$ cat src/rtl/srm_pkg.sv
package srm_pkg;

    localparam int FRAME_W = 40;
    localparam int DATA_W  = 30;
    localparam int ADDR_W  = 7;
    localparam int CID_W   = 3;
    localparam int CNT_W   = $clog2(FRAME_W + 1);
    localparam logic [CID_W-1:0] CHIP_ID = 3'b100;

    typedef enum logic [1:0] {
        ST_IDLE,
        ST_RUN,
        ST_GAP
    } phase_e;

    typedef struct packed {
        phase_e              st;
        logic                sen_n;
        logic                sck;
        logic [CNT_W-1:0]    bits;
        logic                gap;
        logic                rd;
        logic                second;
        logic [ADDR_W-1:0]   addr;
        logic [DATA_W-1:0]   wdata;
        logic                busy;
        logic                done;
        logic [DATA_W-1:0]   rdata;
        logic [ADDR_W-1:0]   raddr;
        logic [CID_W-1:0]    rcid;
        logic                err;
    } ctl_t;

    // A read frame points register 0 at the wanted address.
    function automatic logic [FRAME_W-1:0] build_frame(
        input logic              rd,
        input logic [ADDR_W-1:0] a,
        input logic [DATA_W-1:0] d
    );
        if (rd)
            return {{(DATA_W-ADDR_W){1'b0}}, a, {ADDR_W{1'b0}}, CHIP_ID};
        else
            return {d, a, CHIP_ID};
    endfunction

endpackage

$ cat src/rtl/srm_tick_gen.sv
module srm_tick_gen #(
    parameter int DIV_W = 8,
    parameter int DIV   = 1
) (
    input  logic clk,
    input  logic rst_n,
    input  logic en,
    output logic tick
);
    logic [DIV_W-1:0] cnt_q, cnt_d;

    assign tick = en && (cnt_q == DIV_W'(DIV));

    always_comb begin
        if (!en || tick) cnt_d = '0;
        else             cnt_d = cnt_q + 1'b1;
    end

    always_ff @(posedge clk or negedge rst_n) begin
        if (!rst_n) cnt_q <= '0;
        else        cnt_q <= cnt_d;
    end


    div_range_chk: assert property (@(posedge clk) disable iff (!rst_n)
        cnt_q <= DIV_W'(DIV));
endmodule

$ cat src/rtl/srm_shifter.sv
module srm_shifter #(
    parameter int W = 40
) (
    input  logic         clk,
    input  logic         rst_n,
    input  logic         load,
    input  logic [W-1:0] load_val,
    input  logic         shift,
    input  logic         sin,
    output logic         sout,
    output logic [W-1:0] word
);
    logic [W-1:0] tx_q, tx_d, rx_q, rx_d;

    assign sout = tx_q[W-1];
    assign word = rx_q;

    always_comb begin
        tx_d = tx_q;
        rx_d = rx_q;
        if (load) begin
            tx_d = load_val;
        end else if (shift) begin
            tx_d = {tx_q[W-2:0], 1'b0};
            rx_d = {rx_q[W-2:0], sin};
        end
    end

    always_ff @(posedge clk or negedge rst_n) begin
        if (!rst_n) begin
            tx_q <= '0;
            rx_q <= '0;
        end else begin
            tx_q <= tx_d;
            rx_q <= rx_d;
        end
    end


    load_shift_excl_chk: assert property (@(posedge clk) disable iff (!rst_n)
        !(load && shift));
endmodule

$ cat src/rtl/serial_reg_master.sv
module serial_reg_master
    import srm_pkg::*;
#(
    parameter int DIV_W = 8,
    parameter int DIV   = 1
) (
    input  logic        clk,
    input  logic        rst_n,
    input  logic        cmd_valid,
    input  logic        cmd_read,
    input  logic [6:0]  cmd_addr,
    input  logic [29:0] cmd_wdata,
    output logic        busy,
    output logic        done,
    output logic [29:0] rd_data,
    output logic [6:0]  rd_addr,
    output logic [2:0]  rd_cid,
    output logic        cid_err,
    output logic        sen_n,
    output logic        sck,
    output logic        sdi,
    input  logic        sdo
);
    ctl_t               q, d;
    logic               tick, load, shift;
    logic [FRAME_W-1:0] frame_val, rx_word;

    srm_tick_gen #(.DIV_W(DIV_W), .DIV(DIV)) u_tick (
        .clk(clk), .rst_n(rst_n), .en(q.st != ST_IDLE), .tick(tick)
    );

    srm_shifter #(.W(FRAME_W)) u_shift (
        .clk(clk), .rst_n(rst_n), .load(load), .load_val(frame_val),
        .shift(shift), .sin(sdo), .sout(sdi), .word(rx_word)
    );

    always_comb begin
        d         = q;
        d.done    = 1'b0;
        load      = 1'b0;
        shift     = 1'b0;
        frame_val = build_frame(q.rd, q.addr, q.wdata);
        case (q.st)
            ST_IDLE: begin
                if (cmd_valid) begin
                    d.rd      = cmd_read;
                    d.addr    = cmd_addr;
                    d.wdata   = cmd_wdata;
                    d.busy    = 1'b1;
                    d.second  = 1'b0;
                    d.st      = ST_RUN;
                    d.sen_n   = 1'b0;
                    d.sck     = 1'b0;
                    d.bits    = '0;
                    load      = 1'b1;
                    frame_val = build_frame(cmd_read, cmd_addr, cmd_wdata);
                end
            end
            ST_RUN: begin
                if (tick) begin
                    if (!q.sck) begin
                        d.sck = 1'b1;
                    end else begin
                        d.sck  = 1'b0;
                        shift  = 1'b1;
                        d.bits = q.bits + 1'b1;
                        if (q.bits == CNT_W'(FRAME_W - 1)) begin
                            d.st    = ST_GAP;
                            d.sen_n = 1'b1;
                            d.gap   = 1'b0;
                        end
                    end
                end
            end
            ST_GAP: begin
                if (tick) begin
                    if (!q.gap) begin
                        d.gap = 1'b1;
                    end else if (q.rd && !q.second) begin
                        d.second = 1'b1;
                        d.st     = ST_RUN;
                        d.sen_n  = 1'b0;
                        d.bits   = '0;
                        load     = 1'b1;
                    end else begin
                        d.st   = ST_IDLE;
                        d.busy = 1'b0;
                        d.done = 1'b1;
                        if (q.rd) begin
                            d.rdata = rx_word[FRAME_W-1 -: DATA_W];
                            d.raddr = rx_word[CID_W +: ADDR_W];
                            d.rcid  = rx_word[CID_W-1:0];
                            d.err   = (rx_word[CID_W-1:0] != CHIP_ID);
                        end
                    end
                end
            end
            default: d.st = ST_IDLE;
        endcase
    end

    always_ff @(posedge clk or negedge rst_n) begin
        if (!rst_n) begin
            q       <= '0;
            q.sen_n <= 1'b1;
        end else begin
            q <= d;
        end
    end

    assign busy    = q.busy;
    assign done    = q.done;
    assign rd_data = q.rdata;
    assign rd_addr = q.raddr;
    assign rd_cid  = q.rcid;
    assign cid_err = q.err;
    assign sen_n   = q.sen_n;
    assign sck     = q.sck;


    idle_sck_low_chk: assert property (@(posedge clk) disable iff (!rst_n)
        sen_n |-> !sck);

    sdi_hold_chk: assert property (@(posedge clk) disable iff (!rst_n)
        $rose(sck) |-> $stable(sdi));

    frame_len_chk: assert property (@(posedge clk) disable iff (!rst_n)
        $rose(sen_n) |-> (q.bits == CNT_W'(FRAME_W)));

    done_pulse_chk: assert property (@(posedge clk) disable iff (!rst_n)
        done |=> !done);

    busy_done_chk: assert property (@(posedge clk) disable iff (!rst_n)
        $fell(busy) |-> done);

    cmd_ignored_chk: assert property (@(posedge clk) disable iff (!rst_n)
        (busy && cmd_valid) |=> ($stable(q.addr) && $stable(q.rd)));
endmodule

$ cat config.mk
export PLATFORM = sky130hd
export DESIGN_NAME = serial_reg_master
export DESIGN_NICKNAME = d
export VERILOG_FILES = /design/src/rtl/srm_pkg.sv /design/src/rtl/srm_tick_gen.sv /design/src/rtl/srm_shifter.sv /design/src/rtl/serial_reg_master.sv
export SDC_FILE = /design/constraint.sdc
export NUM_CORES = 1
export LEC_CHECK = 0
export BUFFER_PORTS_ARGS = -buffer_cell sky130_fd_sc_hd__buf_2
export CAP_MARGIN = 10
export CORE_MARGIN = 2
export CORE_UTILIZATION = 35
export CTS_CLUSTER_SIZE = 8
export DETAILED_ROUTE_END_ITERATION = 12
export SYNTH_ARGS = -nofsm -noshare
export SYNTH_HDL_FRONTEND = slang
export SYNTH_SLANG_ARGS = --single-unit
$ cat constraint.sdc
create_clock -name clk -period 2.6 [get_ports clk]
set_input_delay 0.26 -clock clk [delete_from_list [all_inputs] [get_ports clk]]
set_output_delay 0.26 -clock clk [all_outputs]
set_load 0.02 [all_outputs]
==> key figures, run 1 <==
Status
  • Status: completed

Setup path
  • Slowest-stage cell, CP: dfrtp_1
  • Endpoint class of the critical path: flop
  • Worst Setup Path Type: reg -> reg
  • Critical path buffers and inverters: 2
  • CP startpoint kind: flop
  • Critical path required time: 2.91 ns
  • Max FO, Critical Path: 41
  • Crit-path cells: inv_1 > ha_1 > nor4b_4 > nand4_1 > nor2_4 > buf_12 > mux2_2
  • Largest stage delay, worst path: 0.40 ns
  • Cell family with most CP delay: simple AND/OR/NAND/NOR gates
  • Critical path arrival: 2.39 ns

Timing
  • Fin worst setup slack: 0.5220 ns
  • F_max: 0.4812 GHz
  • Max Slew Vio Count: 0
  • Final hold violation count: 0
  • Setup_tns: 0 ns
  • Period utilisation layout: 79.92%
  • Crit path time final: 2.078 ns
  • Slew margin rel.: 57.59%
  • Slew at the pin closest to its max-slew limit: 0.6361 ns
  • Setup violators final: 0
  • RSZ-0062 raised after global routing: false
  • Layout Skew: 0.009902 ns

Routing
  • 1st-iter DRT viols: 266
  • 1st-pass router iterations: 4
  • Vias after detailed routing: 5449
  • Post-DRT Antenna Nets: 0
  • Drt drc: 0
  • DR vias/cell: 4.677
  • Final WL: 16.42 mm
  • Post-DR wirelength/cell: 14.09 um

Placed design
  • RePlAce Congestion: 0.7462
  • Setup WS pre-CTS: 0.5081 ns
  • Port Buffers: 87
  • Dpl hpwl: 10.49 mm
  • DP Area: 8782 um2

Final layout
  • Final nets: 879
  • Number of diodes: 0
  • FILL cells: 2382
  • Layout cells sized above 1: 22.22%
  • Layout area overhead: 12.58%
  • Most frequent cells in the layout: 253 x nand2_1, 178 x dfrtp_1, 86 x buf_2, 75 x mux2i_1, 47 x mux2_2
  • Post-route cell area: 9359 um2
  • Most common cell after layout, fill and taps aside: nand2_1

Global routing
  • Vias in the first global route: 5361
  • Global Route Usage Sum: 13.94%
  • First-pass GRT wire length: 27.74 mm
  • Largest net degree at the start of global routing: 113
  • Initial antenna violation count: 1
  • Gr ovfl total: 0

Clock network
  • CTS Buf Count: 17
  • Root buffer cell: clkbuf_16
  • TritonCTS clock tree: built
  • Clock latency on the worst-skew pair: 0.43 ns
  • CTS max path bufs: 2
  • CTS clock-pin slew for the worst setup and hold paths: 0.07 ns
  • Clock sink total: 179
  • CTS H-tree depth: 4

Power
  • Worst VDD drop: 0.3940 mV
  • Final Total Pwr: 5.572 mW
  • Cell Pwr Density: 595.3 nW/um2
  • Static leakage: 4.890 nW

Yosys
  • Syn Nets: 845
  • EDFF count, synth: 0
  • Synthesized cell area: 8313 um2
  • Distinct cell type count after synthesis: 44
  • Post-Syn Instances: 800
  • Primary FF master, synth: dfrtp_1
  • Synthesized area per cell: 10.39 um2
  • Asr flop ratio synth: 100.0%
  • Synth Warn #: 0
  • Sequential element share of the synthesized area: 53.90%
  • Yosys reg bits: 179

Floorplan
  • I/O pin count: 88
  • Rows: 56
  • Die X: 158.1 um
  • Starting density of the core: 35.52%
  • Die height: 158.1 um
  • Core outline area: 23400 um2
  • DIE AREA: 25000 um2

Run
  • Max cap viols: 0

Hold path
  • HP Class: in -> reg
sequential cells by signal, summed over array words and instances (netlist names), 3 cells and up:
register and flops:
q 48, u_shift.word 40, u_shift.tx_q 38, rd_data 30, u_tick.cnt_q 8, rd_addr 7
rd_cid 3
tightest hold or removal path: stages:
cell and delay [ns]:
buf_2 0.09, nand2_1 0.04, nand2_1 0.04
final timing paths:
path	from	to	slack, ns	cells after the start
setup / recovery	u_tick.cnt_q[1]$_DFF_PN0_	rd_cid[1]$_DFFE_PN0P_	0.52	7
hold / removal	cmd_wdata[29]	q[72]$_DFFE_PN0P_	0.04	3
setup reg to reg	u_tick.cnt_q[1]$_DFF_PN0_	rd_cid[1]$_DFFE_PN0P_	0.52	7
hold reg to reg	q[53]$_DFFE_PN0P_	q[53]$_DFFE_PN0P_	0.47	2
max in group asynchronous	rst_n	u_shift.word[9]$_DFFE_PN0P_	1.38	3
min in group asynchronous	rst_n	rd_data[4]$_DFFE_PN0P_	0.36	2
cell usage after synthesis (2+ instances only):
cell | instances | area (um2)
nand3_1 | 6 | 30.03
clkbuf_1 | 30 | 112.6
o21ai_0 | 6 | 30.03
buf_6 | 8 | 90.09
a31oi_1 | 30 | 187.7
mux2_2 | 47 | 529.3
nand4_1 | 6 | 37.54
nor2_1 | 21 | 78.83
o221ai_1 | 4 | 35.03
dfrtp_1 | 178 | 4454
mux2_1 | 3 | 33.78
nor3b_1 | 31 | 232.7
buf_1 | 2 | 7.510
a21oi_1 | 7 | 35.03
and3_1 | 3 | 18.77
inv_1 | 7 | 26.28
buf_4 | 41 | 307.8
nor2b_1 | 3 | 18.77
buf_2 | 7 | 35.03
xor2_1 | 4 | 35.03
mux2i_1 | 75 | 750.7
nand2_1 | 253 | 949.7
xnor2_1 | 4 | 35.03
nor4bb_1 | 2 | 20.02
ha_1 | 3 | 37.54
per-layer routing:
layer,wire length (um),global-route usage [%]
met1,8140,19.54
met2,7316,21.43
met3,820,3.696
met4,143,3.604
met5,0,0
area by class of cell:
cell class	count	area, um2	area share (%)
inverters	7	26.28	0.2807
multi-input cells	526	3259	34.83
well taps	319	399.1	4.265
flip-flops and latches	179	4481	47.87
clock buffers	18	439.2	4.693
repair buffers	103	626.9	6.698
clock inverters	13	127.6	1.364
cell families after synthesis:
kind of cell / Yosys count / share of synthesized area [%]
simple gates: 336 / 17.93
buf+inv: 95 / 6.969
xor+xnor: 8 / 0.8428
mux: 125 / 15.80
fa+ha+maj: 3 / 0.4516
flops: 179 / 53.90
compound gates: 54 / 4.109
report_power, final:
group	internal, mW	leakage [nW]	total, mW	switching (mW)
combinational	0.0900	2.27	0.223	0.133
clock	1.35	0.269	2.48	1.13
sequential	2.84	2.35	2.87	0.0312
stage by stage:
step	utilization, %	hold slack, ns	cells
floorplan	-	-0.03559	800
global placement	37.53	0.2672	1133
detailed placement	37.53	0.2656	1133
CTS	39.99	0.01844	1165
global route	39.99	0.03306	1165
finish	39.99	0.03619	1165
timing repair:
action                                 CTS  global route
endpoints found under the hold margin   55             0
buffers inserted                         0             0
gates resized for setup                  0             0
hold buffers                             1             0
No activity file was read; power rests on OpenSTA's default activity.
==> run 2, diff against run 1 <==
==> constraint.sdc (replaced) <==
create_clock -name clk -period 1.7 [get_ports clk]
set_input_delay 0.17 -clock clk [delete_from_list [all_inputs] [get_ports clk]]
set_output_delay 0.17 -clock clk [all_outputs]
set_load 0.02 [all_outputs]
==> key figures, run 2 (synthesis results as in run 1) <==
Status
  • Status: finished, violations left
  • Failing checks: negative setup slack

Final layout
  • Largest register FFs: 48
  • Top reg by flops: q
  • Final nets: 984
  • Most common cell after layout, fill and taps aside: nand2_1
  • Layout cells sized above 1: 28.68%
  • Most frequent cells in the layout: 250 x nand2_1, 178 x dfrtp_1, 86 x buf_2, 74 x mux2i_1, 51 x buf_4
  • Layout area overhead: 29.26%
  • Finished Core Util: 45.92%
  • Number of diodes: 0
  • Post-route cell area: 10750 um2

Power
  • Cell Pwr Density: 813.5 nW/um2
  • Final Total Pwr: 8.742 mW
  • Static leakage: 5.565 nW
  • Worst VDD drop: 0.6753 mV

Setup path
  • Endpoint class of the critical path: flop
  • Cell family with most CP delay: simple AND/OR/NAND/NOR gates
  • Slowest-stage cell, CP: dfrtp_1
  • Critical path buffers and inverters: 3
  • Critical path required time: 2.01 ns
  • Max FO, Critical Path: 10
  • Largest stage delay, worst path: 0.38 ns
  • Critical path arrival: 2.22 ns
  • Crit-path cells: inv_1 > ha_1 > nor4b_4 > nand4_1 > nor2_4 > buf_12 > clkbuf_16 > mux2_2
  • Worst Setup Path Type: reg -> reg
  • CP startpoint kind: flop

Hold path
  • HP Class: in -> async

Clock network
  • Clock latency on the worst-skew pair: 0.43 ns
  • CTS max path bufs: 2
  • CTS clock-pin slew for the worst setup and hold paths: 0.07 ns
  • CTS H-tree depth: 4
  • Root buffer cell: clkbuf_16
  • TritonCTS clock tree: built
  • Clock sink total: 179
  • CTS Buf Count: 17

Routing
  • Vias after detailed routing: 5973
  • Post-DRT Antenna Nets: 0
  • 1st-iter DRT viols: 289
  • Post-DR wirelength/cell: 14.75 um
  • Drt drc: 0
  • 1st-pass router iterations: 4
  • Final WL: 18.75 mm
  • DR vias/cell: 4.699

Floorplan
  • Starting density of the core: 35.52%
  • Die height: 158.1 um
  • Rows: 56
  • I/O pin count: 88
  • Die X: 158.1 um
  • DIE AREA: 25000 um2
  • Core outline area: 23400 um2

Placed design
  • DP Area: 9259 um2
  • RePlAce Congestion: 0.8110
  • Port Buffers: 87
  • Dpl hpwl: 11.67 mm

Global routing
  • Gr ovfl total: 0
  • First-pass GRT wire length: 30.24 mm
  • Initial antenna violation count: 0
  • Vias in the first global route: 5937
  • Largest net degree at the start of global routing: 66
  • Global Route Usage Sum: 15.28%

Timing
  • Max Slew Vio Count: 0
  • Fin worst setup slack: -0.2095 ns
  • Final hold violation count: 0
  • F_max: 0.5237 GHz
  • Min Hold Slack: 0.1796 ns
  • RSZ-0062 raised after global routing: true
  • Slew at the pin closest to its max-slew limit: 0.3796 ns
  • Period utilisation layout: 112.3%
  • Crit path time final: 1.909 ns
  • Layout Skew: 0.01004 ns
  • Setup violators final: 122
  • Slew margin rel.: 74.35%

Run
  • Max cap viols: 0
[run 2: final cells by class]
type	count	area (um2)
Inverter	7	26.28
Multi-Input combinational cell	526	3396
Timing Repair Buffer	208	1856
Sequential cell	179	4481
Tap cell	319	399.1
Fill cell	2209	12660
Clock inverter	15	162.7
Clock buffer	17	425.4
[run 2: timing repair]
| item | in CTS | in global routing |
|---|---|---|
| gates cloned | 4 | 5 |
| setup endpoints to repair | 116 | 139 |
| setup buffers | 10 | 4 |
| resized for setup | 14 | 19 |
| hold buffers | 39 | 0 |
| pin swaps | 4 | 5 |
| hold endpoints to repair | 216 | 0 |
[run 2: path summary, 6_finish.rpt]
kind	startpoint	to	slack, ns	cells past startpoint
hold / removal	rst_n	rd_data[4]$_DFFE_PN0P_	0.18	2
setup reg to reg	u_tick.cnt_q[1]$_DFF_PN0_	rd_data[16]$_DFFE_PN0P_	-0.21	8
max in group asynchronous	rst_n	rd_addr[3]$_DFFE_PN0P_	0.88	3
setup / recovery	u_tick.cnt_q[1]$_DFF_PN0_	rd_data[16]$_DFFE_PN0P_	-0.21	8
min in group clk	cmd_valid	sen_n$_DFFE_PN1P_	0.27	4
hold reg to reg	sen_n$_DFFE_PN1P_	sen_n$_DFFE_PN1P_	0.46	2
[run 2: worst register-to-register path: stages (launching register included)]
cell	delay, ns
dfrtp_1	0.38
inv_1	0.06
ha_1	0.13
nor4b_4	0.20
nand4_1	0.22
nor2_4	0.18
buf_12	0.15
clkbuf_16	0.17
mux2_2	0.33
[run 2: stage by stage]
| stage | setup TNS [ns] | instances | worst slack, ns |
|---|---|---|---|
| after floorplan | -16.23 | 800 | -0.2804 |
| after global placement | -10.68 | 1178 | -0.1317 |
| after detailed placement | -11.50 | 1178 | -0.1480 |
| after CTS | -10.19 | 1263 | -0.1563 |
| after global routing | -32.53 | 1271 | -0.3456 |
| final | -12.42 | 1271 | -0.2095 |
[run 2: metal layers]
layer  wire (um)  vias to the layer above  track usage (%)
met2        9087                       86            25.76
met3         513                        9            2.984
met5           0                        -                0
met4         112                        0            3.518
met1        9033                     2955            20.36
li1            -                     2923                -
[run 2: power breakdown]
part | internal, mW | total [mW] | switching (mW)
logic | 0.206 | 0.429 | 0.224
registers | 4.34 | 4.39 | 0.0506
clock network | 2.09 | 3.92 | 1.83
